<file path="config.mk">
export PLATFORM = sky130hd
export DESIGN_NAME = event_cnt_capture
export DESIGN_NICKNAME = d
export VERILOG_FILES = /design/src/rtl/ccap_pkg.sv /design/src/rtl/ccap_arm_ctl.sv /design/src/rtl/ccap_hold_regs.sv /design/src/rtl/event_cnt_capture.sv
export SDC_FILE = /design/constraint.sdc
export NUM_CORES = 1
export LEC_CHECK = 0
export ABC_AREA = 1
export CORE_MARGIN = 2
export CORE_UTILIZATION = 40
export DETAILED_ROUTE_END_ITERATION = 6
export PLACE_DENSITY = 0.74
export SYNTH_ARGS = -nofsm -noshare
export SYNTH_HDL_FRONTEND = slang
export SYNTH_SLANG_ARGS = --single-unit
</file>
<file path="constraint.sdc">
create_clock -name clk -period 1.1 [get_ports clk]
set_clock_uncertainty 0.1 [all_clocks]
set_input_delay 0.22 -clock clk [delete_from_list [all_inputs] [get_ports clk]]
set_output_delay 0.22 -clock clk [all_outputs]
set_load 0.05 [all_outputs]
</file>
<file path="src/rtl/ccap_pkg.sv">
package ccap_pkg;
  typedef enum logic {
    REARM_ON_ALIGN = 1'b0,
    REARM_ON_CLEAR = 1'b1
  } rearm_e;
endpackage

</file>
<file path="src/rtl/ccap_arm_ctl.sv">
module ccap_arm_ctl
  import ccap_pkg::*;
(
  input  logic clk,
  input  logic rst,
  input  logic trig_evt,
  input  logic cap_en,
  input  logic align_pulse,
  input  logic flag_clr,
  input  logic rearm_sel,
  output logic take,
  output logic armed_q,
  output logic flag_q
);
  rearm_e mode;
  logic   rearm_hit;

  always_comb begin
    mode      = rearm_e'(rearm_sel);
    take      = trig_evt & cap_en & armed_q;
    rearm_hit = (mode == REARM_ON_ALIGN) ? align_pulse : flag_clr;
  end

  always_ff @(posedge clk) begin
    if (rst) begin
      armed_q <= 1'b1;
      flag_q  <= 1'b0;
    end else begin
      if (take)           flag_q <= 1'b1;
      else if (flag_clr)  flag_q <= 1'b0;

      if (take)           armed_q <= 1'b0;
      else if (rearm_hit) armed_q <= 1'b1;
    end
  end
endmodule

</file>
<file path="src/rtl/ccap_hold_regs.sv">
module ccap_hold_regs #(
  parameter int CNT_W = 16
) (
  input  logic             clk,
  input  logic             rst,
  input  logic             take,
  input  logic             align_pulse,
  input  logic             shadow_en,
  input  logic [CNT_W-1:0] cnt_in,
  output logic [CNT_W-1:0] act_q,
  output logic [CNT_W-1:0] shd_q,
  output logic [CNT_W-1:0] rd_q
);
  logic [CNT_W-1:0] act_d, shd_d;

  always_comb begin
    act_d = take ? cnt_in : act_q;
    shd_d = align_pulse ? act_q : shd_q;
  end

  always_ff @(posedge clk) begin
    if (rst) begin
      act_q <= '0;
      shd_q <= '0;
      rd_q  <= '0;
    end else begin
      act_q <= act_d;
      shd_q <= shd_d;
      rd_q  <= shadow_en ? shd_d : act_d;
    end
  end
endmodule

</file>
<file path="src/rtl/event_cnt_capture.sv">
module event_cnt_capture #(
  parameter int CNT_W = 16
) (
  input  logic             clk,
  input  logic             rst,
  input  logic [CNT_W-1:0] cnt_in,
  input  logic             trig_evt,
  input  logic             align_pulse,
  input  logic             cap_en,
  input  logic             shadow_en,
  input  logic             rearm_sel,
  input  logic             flag_clr,
  output logic [CNT_W-1:0] rd_val,
  output logic             cap_flag
);
  logic             take_w;
  logic             arm_q;
  logic [CNT_W-1:0] act_q, shd_q;

  ccap_arm_ctl u_arm (
    .clk(clk), .rst(rst), .trig_evt(trig_evt), .cap_en(cap_en),
    .align_pulse(align_pulse), .flag_clr(flag_clr), .rearm_sel(rearm_sel),
    .take(take_w), .armed_q(arm_q), .flag_q(cap_flag)
  );

  ccap_hold_regs #(.CNT_W(CNT_W)) u_regs (
    .clk(clk), .rst(rst), .take(take_w), .align_pulse(align_pulse),
    .shadow_en(shadow_en), .cnt_in(cnt_in),
    .act_q(act_q), .shd_q(shd_q), .rd_q(rd_val)
  );
endmodule

</file>
==> summary.md, run 1 <==
| Metric | Value |
|---|---|
| Run status | finished, violations left |
| Failing checks | negative setup slack |
| Post-synth design cell area | around 0.0021 mm2 |
| Area of the multi-input gates | 856 um2 |
| Total gr overflow | 0 |
| Starting Density | 41.1% |
| Tcrit/Tclk final | 101% |
| Diode count | 0 |
| Crit-path cells | buf_12 |
| CP Data Arrival Time | 0.79 ns |
| # fillers | around 460 |
| Worst hold margin | between 0.2 and 0.3 ns |
| Die area | between 0.005 and 0.006 mm2 |
| Fmax | between 900 and 1000 MHz |
| Clock latency on the worst-skew pair | 0.29 ns |
| Power consumption | around 4 mW |
| Final setup margin | -0.00949 ns |
| Post-synth top area cell | dfxtp_1 |
| Num ports | roughly 40 |
| Pre-CTS setup slack | -0.486 ns |
| Layout cells sized above 1 | 30.5% |
| Relative slew slack | between 80% and 90% |
| Top post-synthesis cells by count | nand2_1, dfxtp_1, inv_1 |
| WL final | approximately 4800 um |
| Drt via density | 4.71 |
| Mapped Nets | 295 |
| Fraction of registers with async set/reset | 0% |
| Root Buffer Master | clkbuf_8 |
| Final Slew Violations | 0 |
| Worst Tran Pin Value | 0.256 ns |
| CTS sink cnt | 50 |
| IO buf count | 40 |
| Worst Path Required | slightly below 0.8 ns |
| Inst Count DP | between 300 and 400 |
| Routability cong. | roughly 0.78 |
| Row Count | 26 |
| CTS clk-pin slew, worst paths | 0.08 ns |
| Reg area | 0.00103 mm2 |
| H-tree depth | 2 |
| Yosys top cell area share | 48.3% |
| # DRC | 0 |
| Core footprint | 0.00504 mm2 |
| RSZ-0062 raised after global routing | yes |
| Bufs on Longest Clock Path | 2 |
| Mean Syn Cell Area | between 7 and 8 um2 |
| Post-Syn Instances | about 270 |
| Slowest cell on the critical path | dfxtp_2 |
| Leakage power | around 1.3 nW |
| Top-count cell post-synth | nand2_1 |
| Largest net degree at the start of global routing | 25 |
| Startpoint Class | flop |
| Initial antenna violation count | 0 |
| Post-synthesis sequential area ratio | around 48% |
| Ys Warns | 0 |
| Nets@finish | between 300 and 400 |
| Power density over cell area | ~1300 mW/mm2 |
| Vias in the first global route | 1857 |
| Total CTS buffers | 5 |
| Crit path launch | u_arm.flag_q |
| CP Max Fanout | 2 |
| First-pass GRT wire length | 8290 um |
| CP delay by family, top | flip-flops |
| Fin cells | between 300 and 400 |
| CTS tree | done |
| DP Wirelength | between 3000 and 4000 um |
| Hold Crit Start | rst |
| Routed Antenna Nets | 0 |
| Setup TNS | -0.0172 ns |
| Area grow syn2layout | 42.8% |
| VDD IR max | a little under 0.0007 V |
| Top post-synthesis cells by area | dfxtp_1, nand2_1, inv_1 |
| Vias | 1840 |
| Worst r2r src | u_arm.armed_q |
| Wire per inst | 12.2 um |
| Type of the worst setup path | reg -> out |
| Crit-path max cell delay | around 0.36 ns |
| Hold Crit Class | in -> reg |
| Worst path buffer plus inverter count | 1 |
| Total track usage | between 15 and 20% |
| # setup viols final | 3 |
| Flops & latches, synth | 50 |
| First-pass DRT Iterations | 4 |
| Die X | about 76 um |
| Worst setup EP type | primary output |
| Predominant post-synthesis flop cell | dfxtp_1 |
| Initial DRC Count | 82 |
| EDFF count, synth | 0 |
| Die H | about 76 um |
| Max-cap violations | 0 |
| Distinct cells, synth | 17 |
| Final worst path period need | about 1.1 ns |
| Fin. Hold Viols | 0 |
## stage by stage
stage	utilization [%]	instance area, um2
finish	58.7	2960
global route	58.7	2960
CTS	57.5	2900
detailed placement	54.6	2750
global placement	54.6	2750
floorplan	-	2070
## cells in the final DEF (no fill, tap or decap)
| cell type | synthesis | final |
|---|---|---|
| a21oi_1 | 24 | 22 |
| dfxtp_4 | 0 | 1 |
| dfxtp_2 | 0 | 17 |
| dlymetal6s2s_1 | 0 | 2 |
| nand2_2 | 16 | 22 |
| nand3_4 | 1 | 1 |
| clkdlybuf4s50_1 | 0 | 18 |
| buf_4 | 5 | 13 |
| dfxtp_1 | 50 | 32 |
| inv_1 | 34 | 34 |
| a21oi_2 | 9 | 11 |
| clkinv_1 | 1 | 1 |
| nand4_1 | 16 | 16 |
| nand2_4 | 0 | 2 |
| nand3_1 | 16 | 16 |
| nand2_1 | 67 | 59 |
| buf_6 | 3 | 6 |
| clkbuf_8 | 0 | 5 |
| buf_12 | 0 | 19 |
| clkbuf_1 | 3 | 2 |
| nor2_1 | 16 | 16 |
| dlygate4sd2_1 | 0 | 3 |
| inv_2 | 1 | 1 |
| o21ai_0 | 2 | 2 |
## repair_timing
item | CTS | global route
hold buffers | 0 | 0
buffers inserted | 3 | 0
setup endpoints to repair | 52 | 43
pin swaps | 1 | 1
cloned | 1 | 0
resized for setup | 25 | 18
## worst paths after layout
check               endpoint  slack, ns  cells after the start
max                 cap_flag     -0.009                      1
min             u_arm.flag_q       0.29                      3
max reg2reg   u_regs.rd_q[6]       0.03                      5
min reg2reg  u_regs.shd_q[8]       0.37                      2
## flip-flops by register name, indices dropped and copies added (netlist names)
signal	count
u_arm.armed_q	1
u_arm.flag_q	1
u_regs.act_q	16
u_regs.rd_q	16
u_regs.shd_q	16
## per-layer routing
layer  up-vias  part of all wire [%]  track usage (%)
met5         -                     0                0
met4         0                  0.96             5.64
met3         5                   4.1             3.32
met2        41                    48             30.4
met1       845                    47             22.2
li1        949                     -                -
## power by group
part,switching [mW],internal (mW),total [mW]
combinational,0.490,0.431,0.920
sequential,0.0666,1.93,2.00
clock,0.546,0.439,0.985
## final cells by class
| type | count | area share [%] |
|---|---|---|
| flip-flops and latches | 50 | 34.7 |
| multi-input cells | 167 | 28.9 |
| repair buffers | 61 | 26.3 |
| inverters | 36 | 4.57 |
| well taps | 70 | 2.96 |
| clock buffers | 7 | 2.58 |
## cell families after synthesis
kind of cell	share of synthesized area, %
AND/OR/NAND/NOR	29.4
buffers and inverters	12.2
flip-flops	48.3
AO/OA/AOI/OAI	10.1
(Power assumes the default switching activity.)
==> run 2: changes to the inputs <==
--- a/config.mk
+++ b/config.mk
@@ -10,6 +10,7 @@
 export CORE_UTILIZATION = 40
 export DETAILED_ROUTE_END_ITERATION = 6
 export PLACE_DENSITY = 0.74
+export SKIP_LAST_GASP = 1
 export SYNTH_ARGS = -nofsm -noshare
 export SYNTH_HDL_FRONTEND = slang
 export SYNTH_SLANG_ARGS = --single-unit
==> summary.md, run 2 (same netlist as run 1, synthesis figures left out) <==
| Metric | Value |
|---|---|
| Run status | finished, violations left (unchanged) |
| Failing checks | negative setup slack (unchanged) |
| Most common cell after layout, fill and taps aside | nand2_1 (unchanged) |
| CTS sink cnt | 50 (unchanged) |
| First-pass GRT wire length | 8290 um (unchanged) |
| WL final | 4770 um (was 4790 um) |
| Logic gate share of total power | 23.2% (was 23.6%) |
| First-pass DRT Iterations | 4 (unchanged) |
| CTS tree | done (unchanged) |
| Leakage power | 1.31 nW (about the same) |
| Worst Tran Pin Value | 0.253 ns (was 0.256 ns) |
| Relative slew slack | 83.1% (was 82.9%) |
| Worst Path Required | 0.78 ns (about the same) |
| Max-cap violations | 0 (unchanged) |
| Tcrit/Tclk final | 101% (about the same) |
| Final Slew Violations | 0 (unchanged) |
| # fillers | 459 (was 462) |
| Row Count | 26 (unchanged) |
| Crit-path max cell delay | 0.36 ns (about the same) |
| Crit-path cells | buf_12 (unchanged) |
| Initial DRC Count | 106 (was 82) |
| Diode count | 0 (unchanged) |
| Vias | 1838 (was 1840) |
| Total CTS buffers | 5 (unchanged) |
| Root Buffer Master | clkbuf_8 (unchanged) |
| Die X | 76.0 um (unchanged) |
| # DRC | 0 (unchanged) |
| # setup viols final | 2 (was 3) |
| Type of the worst setup path | reg -> out (unchanged) |
| VDD IR max | 0.000681 V (about the same) |
| IO buf count | 40 (unchanged) |
| Placed instance area | 0.00275 mm2 (unchanged) |
| Total track usage | 17.6% (unchanged) |
| Fin. Hold Viols | 0 (unchanged) |
| Net Switching | 1.10 mW (about the same) |
| Vias in the first global route | 1857 (unchanged) |
| Startpoint Class | flop (unchanged) |
| Wire per inst | 12.2 um (about the same) |
| Post-cts hold buffer count | 0 (unchanged) |
| RSZ-0062 raised after global routing | yes (unchanged) |
| Pre-CTS setup slack | -0.486 ns (unchanged) |
| Num ports | 41 (unchanged) |
| Reg area | 0.00103 mm2 (unchanged) |
| Area grow syn2layout | 41.5% (was 42.8%) |
| Clock power share | 25.5% (was 25.3%) |
| Area of the multi-input gates | 831 um2 (was 856 um2) |
| Largest registers | u_regs.act_q x16, u_regs.rd_q x16, u_regs.shd_q x16 (unchanged) |
| Register share of total power | 51.3% (was 51.1%) |
| Bufs on Longest Clock Path | 2 (unchanged) |
| Final setup margin | -0.00898 ns (was -0.00949 ns) |
| Core footprint | 0.00504 mm2 (unchanged) |
| Clock latency on the worst-skew pair | 0.29 ns (about the same) |
| Layout cells sized above 1 | 28.7% (was 30.5%) |
| Commonest non-fill, non-tap cells in the layout | nand2_1, inv_1, dfxtp_1 (unchanged) |
| Largest net degree at the start of global routing | 25 (unchanged) |
| CP Data Arrival Time | 0.79 ns (about the same) |
| Worst path buffer plus inverter count | 1 (unchanged) |
| Routed Antenna Nets | 0 (unchanged) |
| Routability cong. | 0.783 (unchanged) |
| Total gr overflow | 0 (unchanged) |
| Fin area | 0.00293 mm2 (was 0.00296 mm2) |
| Hold Crit Class | in -> reg (unchanged) |
| CP Max Fanout | 2 (unchanged) |
| Starting Density | 41.1% (unchanged) |
| Fmax | 902 MHz (was 901 MHz) |
| Worst setup EP type | primary output (unchanged) |
| Initial antenna violation count | 0 (unchanged) |
| DP Wirelength | 3430 um (unchanged) |
| Sw Ratio | 28.2% (was 28.3%) |
| Slowest cell on the critical path | dfxtp_2 (unchanged) |
| Die H | 76.0 um (unchanged) |
| Power consumption | 3.89 mW (was 3.90 mW) |
| Nets@finish | 345 (unchanged) |
| Power density over cell area | 1330 mW/mm2 (was 1320 mW/mm2) |
| Worst hold margin | 0.287 ns (was 0.290 ns) |
| CTS clk-pin slew, worst paths | 0.08 ns (about the same) |
| Drt via density | 4.70 (was 4.71) |
| H-tree depth | 2 (unchanged) |
| Fin cells | 391 (unchanged) |
| CP delay by family, top | flip-flops (unchanged) |
| Cell-internal power | 2.79 mW (was 2.80 mW) |
| Final worst path period need | 1.11 ns (about the same) |
| Inst Count DP | 380 (unchanged) |
| Die area | 0.00577 mm2 (unchanged) |
run 2: changes by cell type in the layout (fill, tap and decap cells not counted):
cell     delta
nand2_2     -4
nand2_1     +6
nand2_4     -2
run 2: through the flow:
step	utilization [%]	setup TNS, ns
final	58.2	-0.0162
after global routing	58.2	-0.459
after CTS	57.5	-0.0917
after detailed placement	54.6	-18.84
after global placement	54.6	-17.67
after floorplan	-	0
run 2: worst paths after layout:
check | startpoint | endpoint | slack (ns) | cells after the start
setup / recovery | u_arm.flag_q | cap_flag | -0.009 | 1
hold / removal | rst | u_arm.flag_q | 0.29 | 3
setup reg to reg | u_arm.armed_q | u_regs.rd_q[6] | 0.04 | 5
hold reg to reg | u_regs.shd_q[8] | u_regs.shd_q[8] | 0.37 | 2
run 2: routing by layer:
layer  share of wire (%)  track usage (%)
met1                  45             22.2
met2                  48             30.4
met3                 5.5             3.32
met4                0.92             5.64
met5                   0                0
run 2: final cells by class:
type	instances	share of cell area (%)
timing repair buffer	61	26.5
tap	70	2.99
clock buffer	7	2.60
sequential	50	35.0
inverter	36	4.61
multi-input combinational	167	28.3
run 2: what timing repair did:
item,CTS,global route
pin swaps,1,1
gates resized for setup,25,10
cloned,1,0
setup buffers,3,0
setup endpoints to repair,52,43
run 2: power groups by stage:
stage	Combinational (mW)	Clock [mW]	Sequential (mW)
after floorplan	0.363	0	2.15
after global routing	0.974	1.08	2.01
final	0.903	0.991	2.00
after global placement	0.851	0	2.03
after CTS	0.895	1.01	2.00
after detailed placement	0.867	0	2.03
==> run 3: changes to the inputs <==
--- a/config.mk
+++ b/config.mk
@@ -9,8 +9,9 @@
 export CORE_MARGIN = 2
 export CORE_UTILIZATION = 40
 export DETAILED_ROUTE_END_ITERATION = 6
-export PLACE_DENSITY = 0.74
+export PLACE_DENSITY = 0.75
 export SKIP_LAST_GASP = 1
 export SYNTH_ARGS = -nofsm -noshare
 export SYNTH_HDL_FRONTEND = slang
+export SYNTH_HIERARCHICAL = 1
 export SYNTH_SLANG_ARGS = --single-unit
==> summary.md, run 3 <==
| Metric | Value |
|---|---|
| Post-cts hold buffer count | 0 (unchanged) |
| CP Max Fanout | 8 (was 2) |
| Failing checks | negative setup slack (unchanged) |
| Vias in the first global route | 1624 (was 1857) |
| Mapped Nets | 280 (was 295) |
| First-pass DRT Iterations | 4 (unchanged) |
| R2R depth | 7 (was 5) |
| Initial antenna violation count | 0 (unchanged) |
| Post-synth top area cell | dfxtp_1 (unchanged) |
| R2R Setup Slk | -0.08 ns (was 0.04 ns) |
| Final setup margin | -0.0777 ns (was -0.00898 ns) |
| CTS sink cnt | 50 (unchanged) |
| Fin area | 0.00298 mm2 (was 0.00293 mm2) |
| Largest net degree at the start of global routing | 33 (was 25) |
| Power density over cell area | 1320 mW/mm2 (was 1330 mW/mm2) |
| Hold worst-path end | u_regs/shd_q[13] (was u_arm.flag_q) |
| Die H | 74.1 um (was 76.0 um) |
| Routability cong. | 0.730 (was 0.783) |
| Clock latency on the worst-skew pair | 0.30 ns (was 0.29 ns) |
| Leakage power | 1.30 nW (was 1.31 nW) |
| Final core utilization | 63.2% (was 58.2%) |
| EDFF count, synth | 0 (unchanged) |
| Predominant post-synthesis flop cell | dfxtp_1 (unchanged) |
| Pre-CTS setup slack | -0.453 ns (was -0.486 ns) |
| Tcrit/Tclk final | 107% (was 101%) |
| # DRC | 0 (unchanged) |
| Num ports | 41 (unchanged) |
| IO buf count | 40 (unchanged) |
| Total gr overflow | 0 (unchanged) |
| WL final | 4540 um (was 4770 um) |
| Top-count cell post-synth | nand2_1 (unchanged) |
| RSZ-0062 raised after global routing | yes (unchanged) |
| Multiplexer area fraction after synthesis | 0% (unchanged) |
| Worst reg2reg path endpoint | u_regs/rd_q[4] (was u_regs.rd_q[6]) |
| Commonest non-fill, non-tap cells in the layout | nand2_1, nand2_2, dfxtp_1 (was nand2_1, inv_1, dfxtp_1) |
| Root Buffer Master | clkbuf_8 (unchanged) |
| Combinational family with the most area after synthesis | simple AND/OR/NAND/NOR gates (unchanged) |
| Distinct cells, synth | 16 (was 17) |
| Starting Density | 41.6% (was 41.1%) |
| # setup viols final | 21 (was 2) |
| Routed Antenna Nets | 0 (unchanged) |
| Row Count | 25 (was 26) |
| Placed instance area | 0.00261 mm2 (was 0.00275 mm2) |
| CTS tree | done (unchanged) |
| Diode count | 0 (unchanged) |
| Core footprint | 0.00472 mm2 (was 0.00504 mm2) |
| Largest registers | u_regs/act_q x16, u_regs/rd_q x16, u_regs/shd_q x16 (was u_regs.act_q x16, u_regs.rd_q x16, u_regs.shd_q x16) |
| Post-Syn Instances | 256 (was 271) |
| Fmax | 849 MHz (was 902 MHz) |
| Layout cells sized above 1 | 37.4% (was 28.7%) |
| Max-cap violations | 0 (unchanged) |
| Initial DRC Count | 104 (was 106) |
| Post-synthesis simple-gate area fraction | 31.9% (was 29.4%) |
| Run status | finished, violations left (unchanged) |
| Ys Warns | 6 (was 0) |
| Die area | 0.00548 mm2 (was 0.00577 mm2) |
| Post-synthesis sequential area ratio | 51.0% (was 48.3%) |
| Die X | 74.1 um (was 76.0 um) |
| Bufs on Longest Clock Path | 2 (unchanged) |
| Vias | 1750 (was 1838) |
| Fin. Hold Viols | 0 (unchanged) |
| Fraction of registers with async set/reset | 0% (unchanged) |
| Top post-synthesis cells by area | dfxtp_1, nand2_1, a21oi_1 (was dfxtp_1, nand2_1, inv_1) |
| Setup TNS | -0.526 ns (was -0.0162 ns) |
| Top post-synthesis cells by count | nand2_1, dfxtp_1, a21oi_1, nor2_1, nand3_1 (was nand2_1, dfxtp_1, inv_1) |
| Wire per inst | 12.3 um (was 12.2 um) |
| Final Slew Violations | 0 (unchanged) |
| First-pass GRT wire length | 7110 um (was 8290 um) |
| Final worst path period need | 1.18 ns (was 1.11 ns) |
| Nets@finish | 325 (was 345) |
| Most common cell after layout, fill and taps aside | nand2_1 (unchanged) |
| Flops & latches, synth | 50 (unchanged) |
| Worst setup EP type | flop (was primary output) |
| Mean Syn Cell Area | 7.67 um2 (was 7.65 um2) |
| Worst Tran Pin Value | 0.273 ns (was 0.253 ns) |
| Hold Crit Start | u_regs/shd_q[13] (was rst) |
| Worst hold margin | 0.368 ns (was 0.287 ns) |
| Synth Area in Compound Gates | 8.60% (was 10.1%) |
| Relative slew slack | 81.8% (was 83.1%) |
| Synth Area in XOR/XNOR | 0% (unchanged) |
| Startpoint Class | flop (unchanged) |
| Worst Path Required | 1.23 ns (was 0.78 ns) |
| Synth Area in Adders | 0% (unchanged) |
| Hold Crit Class | reg -> reg (was in -> reg) |
| Hold depth | 2 (was 3) |
| Post-synth design cell area | 0.00196 mm2 (was 0.00207 mm2) |
| Drt via density | 4.74 (was 4.70) |
| DP Wirelength | 2680 um (was 3430 um) |
| H-tree depth | 2 (unchanged) |
| Area grow syn2layout | 52.0% (was 41.5%) |
| Yosys top cell area share | 51.0% (was 48.3%) |
| Worst r2r src | u_arm/armed_q (was u_arm.armed_q) |
| Total CTS buffers | 5 (unchanged) |
| CP Data Arrival Time | 1.31 ns (was 0.79 ns) |
| VDD IR max | 0.000672 V (was 0.000681 V) |
| Total track usage | 16.9% (was 17.6%) |
| CTS clk-pin slew, worst paths | 0.09 ns (was 0.08 ns) |
| Type of the worst setup path | reg -> reg (was reg -> out) |
[run 3: power breakdown]
group,total (mW),switching (mW),internal (mW)
Sequential,1.95,0.0533,1.90
Clock,1.21,0.579,0.635
Combinational,0.790,0.415,0.374
Total,3.95,1.05,2.91
[run 3: layout make-up]
type	count	area, um2
clock buffers	8	110
fillers	382	1740
inverters	8	57.6
multi-input cells	184	966
flip-flops and latches	50	1020
well taps	67	83.8
repair buffers	51	737
repair inverters	1	6.26
[run 3: worst max path at each step]
stage                             start               to  slack (ns)  depth (start not counted)
final                     u_arm/armed_q   u_regs/rd_q[4]       -0.08                          7
after global routing      u_arm/armed_q  u_regs/rd_q[13]       -0.13                          7
after CTS                  u_arm/flag_q         cap_flag       -0.02                          1
after detailed placement       trig_evt   u_regs/rd_q[3]       -0.45                          8
after global placement         trig_evt   u_regs/rd_q[2]       -0.43                          8
after floorplan           u_arm/armed_q   u_regs/rd_q[2]       -0.09                          9
[run 3: timing repair]
item,CTS,global route
endpoints found under the setup margin,49,47
gates cloned,2,0
buffers inserted,1,1
pin swaps,20,21
resized for setup,50,25
endpoints found under the hold margin,0,0
[run 3: per-stage QoR]
step / instances / total power [mW]
global placement: 357 / 2.65
finish: 369 / 3.95
CTS: 368 / 3.93
floorplan: 256 / 2.36
global route: 369 / 4.10
detailed placement: 357 / 2.66
[run 3: logic make-up (layout without fill, tap and decap cells)]
logic type             after synthesis  after routing
and+or+nand+nor                    151            151
DFF                                 50             50
AOI/OAI and AO/OA                   33             33
buffers and inverters               22             68
[run 3: layer usage]
| layer | part of all wire (%) | wire (um) | GRT usage, % |
|---|---|---|---|
| met5 | 0 | 0 | 0 |
| met3 | 4.2 | 190 | 3.66 |
| met1 | 41 | 1870 | 19.3 |
| met2 | 53 | 2400 | 30.9 |
| met4 | 1.5 | 70 | 6.46 |
[run 3: worst max-delay path, stage by stage (launching register included)]
cell,delay [ns]
dfxtp_2,0.36
nand3_4,0.10
inv_8,0.11
buf_12,0.16
nand2_4,0.06
nand2_1,0.05
nor2_1,0.04
nor2_1,0.12
